### config.mk
export PLATFORM = sky130hd
export DESIGN_NAME = bank_mapper
export DESIGN_NICKNAME = d
export VERILOG_FILES = /design/src/rtl/bank_mapper_pkg.sv /design/src/rtl/bank_mapper_ctrl.sv /design/src/rtl/bank_mapper_dp.sv /design/src/rtl/bank_mapper.sv
export SDC_FILE = /design/constraint.sdc
export NUM_CORES = 1
export LEC_CHECK = 0
export CORE_ASPECT_RATIO = 1.75
export CORE_MARGIN = 8
export CORE_UTILIZATION = 33
export CTS_CLUSTER_DIAMETER = 30
export DETAILED_ROUTE_END_ITERATION = 12
export PLACE_DENSITY = 0.87
export RECOVER_POWER = 25
export SYNTH_ARGS = -nofsm -noshare
export SYNTH_HDL_FRONTEND = slang
export SYNTH_SLANG_ARGS = --single-unit
### constraint.sdc
create_clock -name clk -period 3.9 [get_ports clk]
set_input_delay 0.39 -clock clk [delete_from_list [all_inputs] [get_ports clk]]
set_output_delay 0.39 -clock clk [all_outputs]
set_load 0.01 [all_outputs]
### src/rtl/bank_mapper_pkg.sv
package bank_mapper_pkg;
  localparam int CPU_AW     = 16;
  localparam int DATA_W     = 8;
  localparam int LOW_OFF_W  = 15;
  localparam int MID_OFF_W  = 14;
  localparam int VRAM_AW    = 13;
  localparam int ROM_PAGES  = 3;
  localparam int ROM_SEL_W  = 2;
  localparam int MID_SEL_W  = 2;
  localparam int PHYS_AW    = 17;

  // bank register field positions (software-visible encoding)
  localparam int ROM_LSB    = 0;
  localparam int LOW_LSB    = 2;
  localparam int MID_LSB    = 4;
  localparam int VRAM_BIT   = 6;
  localparam int SPARE_BIT  = 7;

  localparam logic [CPU_AW-1:0] MID_BASE   = 16'h8000;
  localparam logic [CPU_AW-1:0] SPLIT_BASE = 16'hC000;
  localparam logic [CPU_AW-1:0] HOLE_BASE  = 16'hE000;
  localparam logic [CPU_AW-1:0] FIXED_BASE = 16'hE800;

  localparam int NUM_DEV = 5;

  typedef enum logic [2:0] {
    DEV_NONE = 3'd0,
    DEV_ROM  = 3'd1,
    DEV_CART = 3'd2,
    DEV_RAM  = 3'd3,
    DEV_VRAM = 3'd4
  } devSel_t;

  typedef struct packed {
    logic                 lowRom;
    logic                 lowRamLo;
    logic                 lowRamHi;
    logic                 romCart;
    logic [ROM_SEL_W-1:0] romPage;
    logic                 midCart;
    logic [MID_SEL_W-1:0] midPage;
    logic                 vramOn;
  } bankStrobes_t;
endpackage

### src/rtl/bank_mapper_ctrl.sv
module bank_mapper_ctrl
  import bank_mapper_pkg::*;
(
  input  logic              clk,
  input  logic              rstN,
  input  logic              regWrEn,
  input  logic [DATA_W-1:0] regWrData,
  input  logic              errClr,
  output logic [DATA_W-1:0] bankReg,
  output logic              errFlag,
  output bankStrobes_t      strobes
);
  logic badWrite;
  logic [1:0] lowSel;

  assign badWrite = regWrEn &&
                    ((regWrData[LOW_LSB+1:LOW_LSB] == 2'b11) || regWrData[SPARE_BIT]);

  always_ff @(posedge clk) begin
    if (!rstN) begin
      bankReg <= '0;
    end else if (regWrEn) begin
      bankReg <= regWrData;
    end
  end

  always_ff @(posedge clk) begin
    if (!rstN) begin
      errFlag <= 1'b0;
    end else if (badWrite) begin
      errFlag <= 1'b1;
    end else if (errClr) begin
      errFlag <= 1'b0;
    end
  end

  assign lowSel = bankReg[LOW_LSB+1:LOW_LSB];

  always_comb begin
    strobes          = '0;
    strobes.lowRom   = (lowSel == 2'd0);
    strobes.lowRamLo = (lowSel == 2'd1);
    strobes.lowRamHi = (lowSel == 2'd2);
    strobes.romPage  = bankReg[ROM_LSB+ROM_SEL_W-1:ROM_LSB];
    strobes.romCart  = (int'(strobes.romPage) >= ROM_PAGES);
    strobes.midPage  = bankReg[MID_LSB+MID_SEL_W-1:MID_LSB];
    strobes.midCart  = (strobes.midPage == 2'b11);
    strobes.vramOn   = bankReg[VRAM_BIT];
  end
endmodule

### src/rtl/bank_mapper_dp.sv
module bank_mapper_dp
  import bank_mapper_pkg::*;
#(
  parameter logic [DATA_W-1:0] IDLE_VALUE = 8'hFF
) (
  input  logic [CPU_AW-1:0]  cpuAddr,
  input  logic               cpuRd,
  input  logic               cpuWr,
  input  logic               cartPresent,
  input  logic               xramPresent,
  input  bankStrobes_t       strobes,
  input  logic [DATA_W-1:0]  romRdData,
  input  logic [DATA_W-1:0]  cartRdData,
  input  logic [DATA_W-1:0]  ramRdData,
  input  logic [DATA_W-1:0]  vramRdData,
  output logic               romCs,
  output logic               cartCs,
  output logic               ramCs,
  output logic               vramCs,
  output logic [PHYS_AW-1:0] physAddr,
  output logic               memWe,
  output logic [DATA_W-1:0]  cpuRdData
);
  devSel_t            dev;
  logic [PHYS_AW-1:0] xlat;
  logic               writable;
  logic               access;
  logic [NUM_DEV-1:0] csVec;

  // window decode and address translation
  always_comb begin
    dev  = DEV_NONE;
    xlat = '0;
    if (cpuAddr < MID_BASE) begin
      if (strobes.lowRom) begin
        if (!strobes.romCart) begin
          dev  = DEV_ROM;
          xlat = PHYS_AW'({strobes.romPage, cpuAddr[LOW_OFF_W-1:0]});
        end else if (cartPresent) begin
          dev  = DEV_CART;
          xlat = PHYS_AW'(cpuAddr[LOW_OFF_W-1:0]);
        end
      end else if (strobes.lowRamLo) begin
        dev  = DEV_RAM;
        xlat = PHYS_AW'({1'b0, cpuAddr[LOW_OFF_W-1:0]});
      end else if (strobes.lowRamHi) begin
        dev  = DEV_RAM;
        xlat = PHYS_AW'({1'b1, cpuAddr[LOW_OFF_W-1:0]});
      end
    end else if (cpuAddr < SPLIT_BASE) begin
      if (!strobes.midCart) begin
        dev  = DEV_RAM;
        xlat = PHYS_AW'({strobes.midPage, cpuAddr[MID_OFF_W-1:0]});
      end else if (xramPresent) begin
        dev  = DEV_RAM;
        xlat = PHYS_AW'({1'b1, 2'b00, cpuAddr[MID_OFF_W-1:0]});
      end
    end else if (cpuAddr < FIXED_BASE) begin
      if (!strobes.vramOn) begin
        dev  = DEV_RAM;
        xlat = PHYS_AW'(cpuAddr);
      end else if (cpuAddr < HOLE_BASE) begin
        dev  = DEV_VRAM;
        xlat = PHYS_AW'(cpuAddr[VRAM_AW-1:0]);
      end
    end else begin
      dev  = DEV_RAM;
      xlat = PHYS_AW'(cpuAddr);
    end
  end

  assign writable = (dev == DEV_RAM) || (dev == DEV_VRAM);
  assign access   = cpuRd || (cpuWr && writable);

  for (genvar d = 0; d < NUM_DEV; d++) begin : g_cs
    if (d == 0) begin : g_none
      assign csVec[d] = 1'b0;
    end else begin : g_dev
      assign csVec[d] = access && (int'(dev) == d);
    end
  end

  assign romCs    = csVec[DEV_ROM];
  assign cartCs   = csVec[DEV_CART];
  assign ramCs    = csVec[DEV_RAM];
  assign vramCs   = csVec[DEV_VRAM];
  assign physAddr = (dev != DEV_NONE) ? xlat : '0;
  assign memWe    = cpuWr && writable;

  always_comb begin
    cpuRdData = IDLE_VALUE;
    if (cpuRd) begin
      case (dev)
        DEV_ROM:  cpuRdData = romRdData;
        DEV_CART: cpuRdData = cartRdData;
        DEV_RAM:  cpuRdData = ramRdData;
        DEV_VRAM: cpuRdData = vramRdData;
        default:  cpuRdData = IDLE_VALUE;
      endcase
    end
  end
endmodule

### src/rtl/bank_mapper.sv
module bank_mapper
  import bank_mapper_pkg::*;
#(
  parameter logic [7:0] IDLE_VALUE = 8'hFF
) (
  input  logic        clk,
  input  logic        rstN,
  input  logic        regWrEn,
  input  logic [7:0]  regWrData,
  input  logic        errClr,
  input  logic [15:0] cpuAddr,
  input  logic        cpuRd,
  input  logic        cpuWr,
  input  logic        cartPresent,
  input  logic        xramPresent,
  input  logic [7:0]  romRdData,
  input  logic [7:0]  cartRdData,
  input  logic [7:0]  ramRdData,
  input  logic [7:0]  vramRdData,
  output logic        romCs,
  output logic        cartCs,
  output logic        ramCs,
  output logic        vramCs,
  output logic [16:0] physAddr,
  output logic        memWe,
  output logic [7:0]  cpuRdData,
  output logic [7:0]  bankReg,
  output logic        errFlag
);
  bankStrobes_t strobes;

  bank_mapper_ctrl u_ctrl (
    .clk       (clk),
    .rstN      (rstN),
    .regWrEn   (regWrEn),
    .regWrData (regWrData),
    .errClr    (errClr),
    .bankReg   (bankReg),
    .errFlag   (errFlag),
    .strobes   (strobes)
  );

  bank_mapper_dp #(.IDLE_VALUE(IDLE_VALUE)) u_dp (
    .cpuAddr     (cpuAddr),
    .cpuRd       (cpuRd),
    .cpuWr       (cpuWr),
    .cartPresent (cartPresent),
    .xramPresent (xramPresent),
    .strobes     (strobes),
    .romRdData   (romRdData),
    .cartRdData  (cartRdData),
    .ramRdData   (ramRdData),
    .vramRdData  (vramRdData),
    .romCs       (romCs),
    .cartCs      (cartCs),
    .ramCs       (ramCs),
    .vramCs      (vramCs),
    .physAddr    (physAddr),
    .memWe       (memWe),
    .cpuRdData   (cpuRdData)
  );
endmodule

==> results of run 1 <==
## cell type report
type / instances / area (sq um) / share of cell area
Inverter: 12 / 45.04 / 0.02087
Sequential cell: 9 / 180.2 / 0.08348
Tap cell: 43 / 53.80 / 0.02493
Clock buffer: 4 / 45.04 / 0.02087
Multi-Input combinational cell: 103 / 805.8 / 0.3733
Timing Repair Buffer: 103 / 1028 / 0.4765
## cells by family (layout without fill, tap and decap cells)
kind of cell	Yosys count	count (layout)	share of synthesized area
multiplexers	15	15	0.1384
AO/OA/AOI/OAI	39	39	0.2768
adder cells (fa/ha/maj)	4	4	0.04614
buffers and inverters	21	119	0.09111
flip-flops	9	9	0.1661
AND/OR/NAND/NOR	45	45	0.2814
## state kept, by name (all words and copies together) (netlist names)
| name | flops |
|---|---|
| u_ctrl.errFlag | 1 |
| u_ctrl.bankReg | 8 |
## through the flow
stage / instance area [sq um] / power, mW / instances / util
global placement: 2113 / 0.3433 / 270 / 0.6726
global route: 2158 / 0.4801 / 274 / 0.6870
floorplan: 1085 / 0.2015 / 133 / -
finish: 2158 / 0.4495 / 274 / 0.6870
CTS: 2158 / 0.4576 / 274 / 0.6870
detailed placement: 2113 / 0.3471 / 270 / 0.6726
## report_power, final
part / switching [mW] / internal [mW]
Sequential: 0.00730 / 0.0980
Clock: 0.0352 / 0.0711
Combinational: 0.0911 / 0.147
Total: 0.134 / 0.316
## critical path: stages
cell and delay, ns:
clkdlybuf4s50_1 0.63, and3_1 0.34, and2_1 0.18, a21oi_1 0.68, nor3b_1 0.13, clkdlybuf4s50_1 0.54
## path summary, 6_finish.rpt
| kind | slack [ns] | startpoint | endpoint | cells past startpoint |
|---|---|---|---|---|
| max | 0.62 | cpuAddr[15] | physAddr[2] | 6 |
| min | 0.52 | u_ctrl.bankReg[7]$_SDFFE_PN0P_ | u_ctrl.bankReg[7]$_SDFFE_PN0P_ | 2 |
| max reg2reg | 3.10 | u_ctrl.bankReg[1]$_SDFFE_PN0P_ | u_ctrl.bankReg[1]$_SDFFE_PN0P_ | 2 |
| min reg2reg | 0.52 | u_ctrl.bankReg[7]$_SDFFE_PN0P_ | u_ctrl.bankReg[7]$_SDFFE_PN0P_ | 2 |
## synth_stat cells (2+ instances only)
cell / count / area, sq um
mux2i_1: 15 / 150.1
nor3b_1: 14 / 105.1
inv_1: 12 / 45.04
nor2b_1: 11 / 68.82
dfxtp_1: 9 / 180.2
a22oi_1: 8 / 60.06
o2111ai_1: 8 / 70.07
nor2_1: 6 / 22.52
a21oi_1: 5 / 25.02
buf_2: 4 / 20.02
ha_1: 4 / 50.05
clkbuf_1: 3 / 11.26
nand2_1: 3 / 11.26
o21ai_0: 3 / 15.01
a21boi_0: 2 / 15.01
a31oi_1: 2 / 12.51
and2_1: 2 / 12.51
buf_6: 2 / 22.52
nor3_1: 2 / 10.01
## routing by layer
| metal | vias up | global-route usage | part of all wire | wire, microns |
|---|---|---|---|---|
| met5 | - | 0 | 0 | 0 |
| met4 | 0 | 0.07028 | 0.027 | 123 |
| met3 | 10 | 0.03916 | 0.063 | 286 |
| met2 | 49 | 0.3234 | 0.58 | 2642 |
| met1 | 658 | 0.1573 | 0.33 | 1486 |
| li1 | 697 | - | - | - |
==> results.cfg, run 1 <==
[outcome]
outcome = finished clean

[final_layout]
area_growth_pct = 98.96
layout_common_cells = clkdlybuf4s50_1 (98), mux2i_1 (15), nor3b_1 (14)
num-fill-cells = 272
diodes = 0
drive_above_1_share = 0.04329
fin_nets = 300
final_common_cell = clkdlybuf4s50_1

[clock_tree]
cts.path.max_buffers = 2
ctsRootBufferMaster = clkbuf_8
cts_buffers = 3
htreeDepth = 1
cts_tree = yes
clk_pin_slew_worst_paths_ns = 0.04
cts_resized = 0
post_cts_buffers = 0
clk_latency_ns = 0.23
holdBufCountCts = 0
cts_sinks = 9

[place]
portBuffers = 102
pre_cts_ws_ns = 0.6148
hpwlAfterDp_microns = 3845
gp_congestion = 0.7486

[sta]
slew_violations = 0
setup_tns_ns = 0
finalHoldViolations = 0
fmax_mhz = 304.8
setup_slack_ns = 0.6187
min_period_ns = 3.281
skew_ns = 0
grt_setup_unrepaired = no
worst_pin_slew_ns = 0.8758
hold_ws_ns = 0.5165
fin_crit_sh = 0.8414
relSlewSlack = 0.4161
setup_viol_count_final = 0

[yosys]
syn_nets = 201
ys_seq_area_frac = 0.1661
synth_edf_count = 0
async_reset_ff_frac = 0
synthCells = 133
ys.flop_type = dfxtp_1
synth_area_sq_um = 1085
synth_cell_type_count = 37
ys_ff_latch = 9
syn_area_per_cell_sq_um = 8.156
ys.warnings.count = 0

[drt]
drc_errors = 0
drt_iter0_drc = 12
vias_per_cell = 5.161
drtPass1Iterations = 3
ant_nets = 0
wl_per_cell_microns = 16.56
drt_wl_total_microns = 4538
vias = 1414

[critical_path]
crit_type = input pin to output port
cp-end-kind = output port
crit_arrival_ns = 2.89
crit_required_ns = 3.51
start_kind = input pin
cp_max_fo = 13

[grt]
grt_max_degree = 15
grt_pass1_wl_microns = 7320
grt_antenna_before_repair = 0
grt_overflow = 0
grt_pass1_vias = 1524
track_usage = 0.1683

[die]
io_pins = 103
coreArea_sq_um = 3142
die_x_microns = 59.34
initial_core_util = 0.3453
num_rows = 27
die-area_sq_um = 5450
die_height_microns = 91.85

[job]
maxCapViolCount = 0

[pwr]
irDropWorstVdd_uv = 199.0
leakagePower_nw = 0.8458
powerDensity_nw_per_um2 = 208.3

[hold_path]
hp-class = flip-flop to flip-flop
Note: power is estimated with default switching activity, not from simulation.
==> run 2, diff against run 1 <==
Settings changed: CORE_UTILIZATION 33 to 30, PLACE_DENSITY 0.87 to 0.8.
Clock period 3.9 ns to 3.3 ns, I/O delays scaled along.
==> results.cfg, run 2 (same netlist as run 1, synthesis figures left out) <==
[die]
initial_core_util = 0.3051
coreArea_sq_um = 3556
die-area_sq_um = 5872
io_pins = 103
die_height_microns = 95.55
die_x_microns = 61.46
num_rows = 29

[job]
maxCapViolCount = 0

[pwr]
powerDensity_nw_per_um2 = 243.3
p_seq_frac = 0.234
p_sw_mw = 0.1562
p_sw_frac = 0.2944
leakagePower_nw = 0.8554
power.internal_mw = 0.3745
combPwrFrac = 0.529
irDropWorstVdd_uv = 223.4
clockPowerShare = 0.237

[critical_path]
crit_type = flip-flop to output port
crit_chain = inv_1, ha_1, nor2b_1, nor3_4, mux2i_1, o2111ai_1, clkdlybuf4s50_1
start_kind = flip-flop
path_delay_family = buffers and inverters
crit_arrival_ns = 2.59
reg2reg_from = u_ctrl.bankReg[1]$_SDFFE_PN0P_
timing.critical_path.to = cpuRdData[1]
reg2reg_depth = 2
rrSetupSlack_ns = 2.50
crit_required_ns = 2.97
cp-end-kind = output port
startpoint = u_ctrl.bankReg[3]$_SDFFE_PN0P_
path_depth = 7
r2r_end = u_ctrl.bankReg[1]$_SDFFE_PN0P_
slowest_delay_ns = 0.58
path_buf_inv = 2
cp_max_fo = 8
crit_slowest_cell = clkdlybuf4s50_1

[grt]
track_usage = 0.1451
grt_pass1_vias = 1449
grt_antenna_before_repair = 0
grt_overflow = 0
grt_pass1_wl_microns = 6575
grt_max_degree = 15

[sta]
finalHoldViolations = 0
slew_violations = 0
min_period_ns = 2.920
fmax_mhz = 342.5
setup_viol_count_final = 0
setup_tns_ns = 0
relSlewSlack = 0.6224
grt_setup_unrepaired = no
fin_crit_sh = 0.8849
skew_ns = 0
setup_slack_ns = 0.3799
worst_pin_slew_ns = 0.5627

[clock_tree]
post_cts_buffers = 0
htreeDepth = 1
cts_sinks = 9
holdBufCountCts = 0
cts_tree = yes
clk_pin_slew_worst_paths_ns = 0.04
clk_latency_ns = 0.23
ctsRootBufferMaster = clkbuf_8
cts.path.max_buffers = 2
cts_buffers = 3

[final_layout]
largest_register_ffs = 8
final_common_cell = clkdlybuf4s50_1
diodes = 0
layout_common_cells = clkdlybuf4s50_1 (98), mux2i_1 (15), nor3b_1 (14)
top_regs = u_ctrl.bankReg (8), u_ctrl.errFlag (1)
fin_nets = 302
area_growth_pct = 101.0
drive_above_1_share = 0.05579
regMostFlops = u_ctrl.bankReg

[place]
portBuffers = 102
gp_congestion = 0.7342
hpwlAfterDp_microns = 3704
pre_cts_ws_ns = 0.3741

[drt]
drt_wl_total_microns = 4464
ant_nets = 0
vias_per_cell = 4.968
wl_per_cell_microns = 16.00
drc_errors = 0
vias = 1386
drtPass1Iterations = 4
drt_iter0_drc = 23

[hold_path]
hp-class = flip-flop to flip-flop

[outcome]
outcome = finished clean
==> run 2: worst min-delay path, delay by kind of cell, from the launching register on <==
| family | cells | cell delay, ns |
|---|---|---|
| AND/OR/NAND/NOR | 1 | 0.09 |
| multiplexers | 1 | 0.06 |
| flip-flops | 1 | 0.32 |
==> run 2: timing repair <==
action                                  4_1_cts  5_1_grt
endpoints found under the setup margin        0        1
endpoints found under the hold margin         0        0
resized for setup                             0        1
==> run 2: metrics by stage <==
step	power, mW	hold slack (ns)	area (sq um)	util	instances
2_1_floorplan	0.2381	0.4517	1085	-	133
3_3_place_gp	0.4069	0.5032	2132	0.5996	275
3_5_place_dp	0.4097	0.5124	2132	0.5996	275
4_1_cts	0.5402	0.5248	2177	0.6122	279
5_1_grt	0.5658	0.5531	2181	0.6133	279
6_report	0.5307	0.5120	2181	0.6133	279
==> run 2: per-layer routing <==
metal | wire [microns] | share of wire | global-route usage
met1 | 1524 | 0.34 | 0.1334
met2 | 2503 | 0.56 | 0.2842
met3 | 374 | 0.084 | 0.04459
met4 | 61 | 0.014 | 0.04207
met5 | 0 | 0 | 0
==> run 2: power groups by stage <==
stage                     clock network, mW  logic (mW)  registers [mW]
final                                 0.126       0.281           0.124
after global routing                  0.140       0.301           0.125
after global placement                    0       0.281           0.126
after floorplan                           0       0.112           0.126
after CTS                             0.131       0.285           0.124
after detailed placement                  0       0.284           0.126
==> run 2: worst min-delay path by stage <==
stage	slack, ns	to	from	depth (start not counted)
finish	0.51	u_ctrl.bankReg[7]$_SDFFE_PN0P_	u_ctrl.bankReg[7]$_SDFFE_PN0P_	2
global route	0.55	u_ctrl.bankReg[6]$_SDFFE_PN0P_	u_ctrl.bankReg[6]$_SDFFE_PN0P_	2
CTS	0.52	u_ctrl.bankReg[7]$_SDFFE_PN0P_	u_ctrl.bankReg[7]$_SDFFE_PN0P_	2
detailed placement	0.51	u_ctrl.bankReg[7]$_SDFFE_PN0P_	u_ctrl.bankReg[7]$_SDFFE_PN0P_	2
global placement	0.50	u_ctrl.bankReg[7]$_SDFFE_PN0P_	u_ctrl.bankReg[7]$_SDFFE_PN0P_	2
floorplan	0.45	u_ctrl.errFlag$_SDFFE_PN0P_	rstN	1
==> run 2: layout make-up <==
type                            instances  area [sq um]
Fill cell                             343          1375
Timing Repair Buffer                  105          1044
Multi-Input combinational cell        103         809.5
Sequential cell                         9         180.2
Tap cell                               46         57.56
Clock buffer                            4         45.04
Inverter                               12         45.04
==> run 3, diff against run 2 <==
Settings changed: PLACE_DENSITY 0.8 to 0.88.
Clock period 3.3 ns to 3.25 ns, I/O delays scaled along.
==> results.cfg, run 3 (same netlist as run 1, synthesis figures left out) <==
[sta]
fmax_mhz = 336.8
worst_pin_slew_ns = 0.5882
hold_ws_ns = 0.5299
fin_crit_sh = 0.9137
setup_viol_count_final = 0
grt_setup_unrepaired = no
relSlewSlack = 0.6052
slew_violations = 0
setup_tns_ns = 0
skew_ns = 0
min_period_ns = 2.969
finalHoldViolations = 0

[critical_path]
reg2reg_depth = 2
cp_max_fo = 8
start_kind = flip-flop
slowest_delay_ns = 0.58
crit_type = flip-flop to output port
crit_slowest_cell = clkdlybuf4s50_1
crit_chain = inv_1, ha_1, nor2b_1, nor3_4, mux2i_1, o2111ai_1, clkdlybuf4s50_1
crit_required_ns = 2.92
crit_arrival_ns = 2.64
cp-end-kind = output port
rrSetupSlack_ns = 2.45

[clock_tree]
htreeDepth = 1
cts_resized = 0
cts_buffers = 3
clk_pin_slew_worst_paths_ns = 0.04
cts.path.max_buffers = 2
cts_tree = yes
ctsRootBufferMaster = clkbuf_8
post_cts_buffers = 0
holdBufCountCts = 0
clk_latency_ns = 0.24
cts_sinks = 9

[final_layout]
instances_no_fill = 279
final_common_cell = clkdlybuf4s50_1
area_growth_pct = 101.0
regMostFlops = u_ctrl.bankReg
layout_common_cells = clkdlybuf4s50_1 (98), mux2i_1 (15), nor3b_1 (14)
fin_nets = 302
num-fill-cells = 360
top_regs = u_ctrl.bankReg (8), u_ctrl.errFlag (1)
drive_above_1_share = 0.05579
fin_area_sq_um = 2181
largest_register_ffs = 8
diodes = 0

[drt]
ant_nets = 0
vias = 1385
vias_per_cell = 4.964
drtPass1Iterations = 4
wl_per_cell_microns = 16.35
drt_wl_total_microns = 4563
drt_iter0_drc = 37
drc_errors = 0

[job]
maxCapViolCount = 0

[grt]
grt_antenna_before_repair = 0
grt_overflow = 0
grt_pass1_vias = 1422
grt_max_degree = 15
track_usage = 0.1488
grt_pass1_wl_microns = 6734

[die]
die_x_microns = 61.46
num_rows = 29
coreArea_sq_um = 3556
die-area_sq_um = 5872
io_pins = 103
initial_core_util = 0.3051
die_height_microns = 95.55

[outcome]
outcome = finished clean

[pwr]
p_sw_frac = 0.2999
p_sw_mw = 0.1630
powerDensity_nw_per_um2 = 249.2
combPwrFrac = 0.527
leakagePower_nw = 0.8562
power.internal_mw = 0.3804
total_power_mw = 0.5434
p_seq_frac = 0.233
irDropWorstVdd_uv = 242.4
clockPowerShare = 0.241

[place]
hpwlAfterDp_microns = 3846
place_inst = 275
gp_congestion = 0.7193
place_area_sq_um = 2132
portBuffers = 102

[hold_path]
hold_depth = 2
hp-class = flip-flop to flip-flop
run 3: cell counts in the layout (fill, tap and decap cells not counted):
Identical to the previous run, type by type.
run 3: metrics by stage:
| step | utilization | setup WS [ns] |
|---|---|---|
| 2_1_floorplan | - | 1.139 |
| 3_3_place_gp | 0.5996 | 0.3732 |
| 3_5_place_dp | 0.5996 | 0.3449 |
| 4_1_cts | 0.6122 | 0.1542 |
| 5_1_grt | 0.6133 | 0.1051 |
| 6_report | 0.6133 | 0.2805 |
run 3: worst paths after layout:
path                                                      from                              to
worst min register to register  u_ctrl.bankReg[7]$_SDFFE_PN0P_  u_ctrl.bankReg[7]$_SDFFE_PN0P_
worst max-delay path            u_ctrl.bankReg[2]$_SDFFE_PN0P_                    cpuRdData[2]
worst min-delay path            u_ctrl.bankReg[7]$_SDFFE_PN0P_  u_ctrl.bankReg[7]$_SDFFE_PN0P_
worst max register to register  u_ctrl.bankReg[0]$_SDFFE_PN0P_  u_ctrl.bankReg[0]$_SDFFE_PN0P_
run 3: per-layer routing:
metal  track usage  up-vias  part of all wire
met5             0        -                 0
met1        0.1421      634              0.34
met4       0.05163        0             0.012
met3       0.03378        5             0.078
li1              -      698                 -
met2        0.2895       48              0.57
run 3: layout make-up:
| cell class | instances | area, sq um | area share |
|---|---|---|---|
| timing repair buffer | 105 | 1044 | 0.4785 |
| clock buffer | 4 | 45.04 | 0.02065 |
| tap | 46 | 57.56 | 0.02639 |
| multi-input combinational | 103 | 809.5 | 0.3712 |
| sequential | 9 | 180.2 | 0.08262 |
| inverter | 12 | 45.04 | 0.02065 |
run 3: worst max-delay path: cells and delay by family (launching register included):
family          cells  cell delay, ns
compound gates      1            0.23
flops               1            0.38
fa+ha+maj           1            0.32
simple gates        2            0.63
mux                 1            0.15
buf+inv             2            0.69
run 3: power by group through the flow:
stage / Sequential [mW] / Combinational (mW) / Clock (mW)
final: 0.126 / 0.286 / 0.131
after global routing: 0.128 / 0.307 / 0.142
after CTS: 0.127 / 0.290 / 0.136
after detailed placement: 0.128 / 0.289 / 0
after global placement: 0.128 / 0.285 / 0
after floorplan: 0.128 / 0.114 / 0
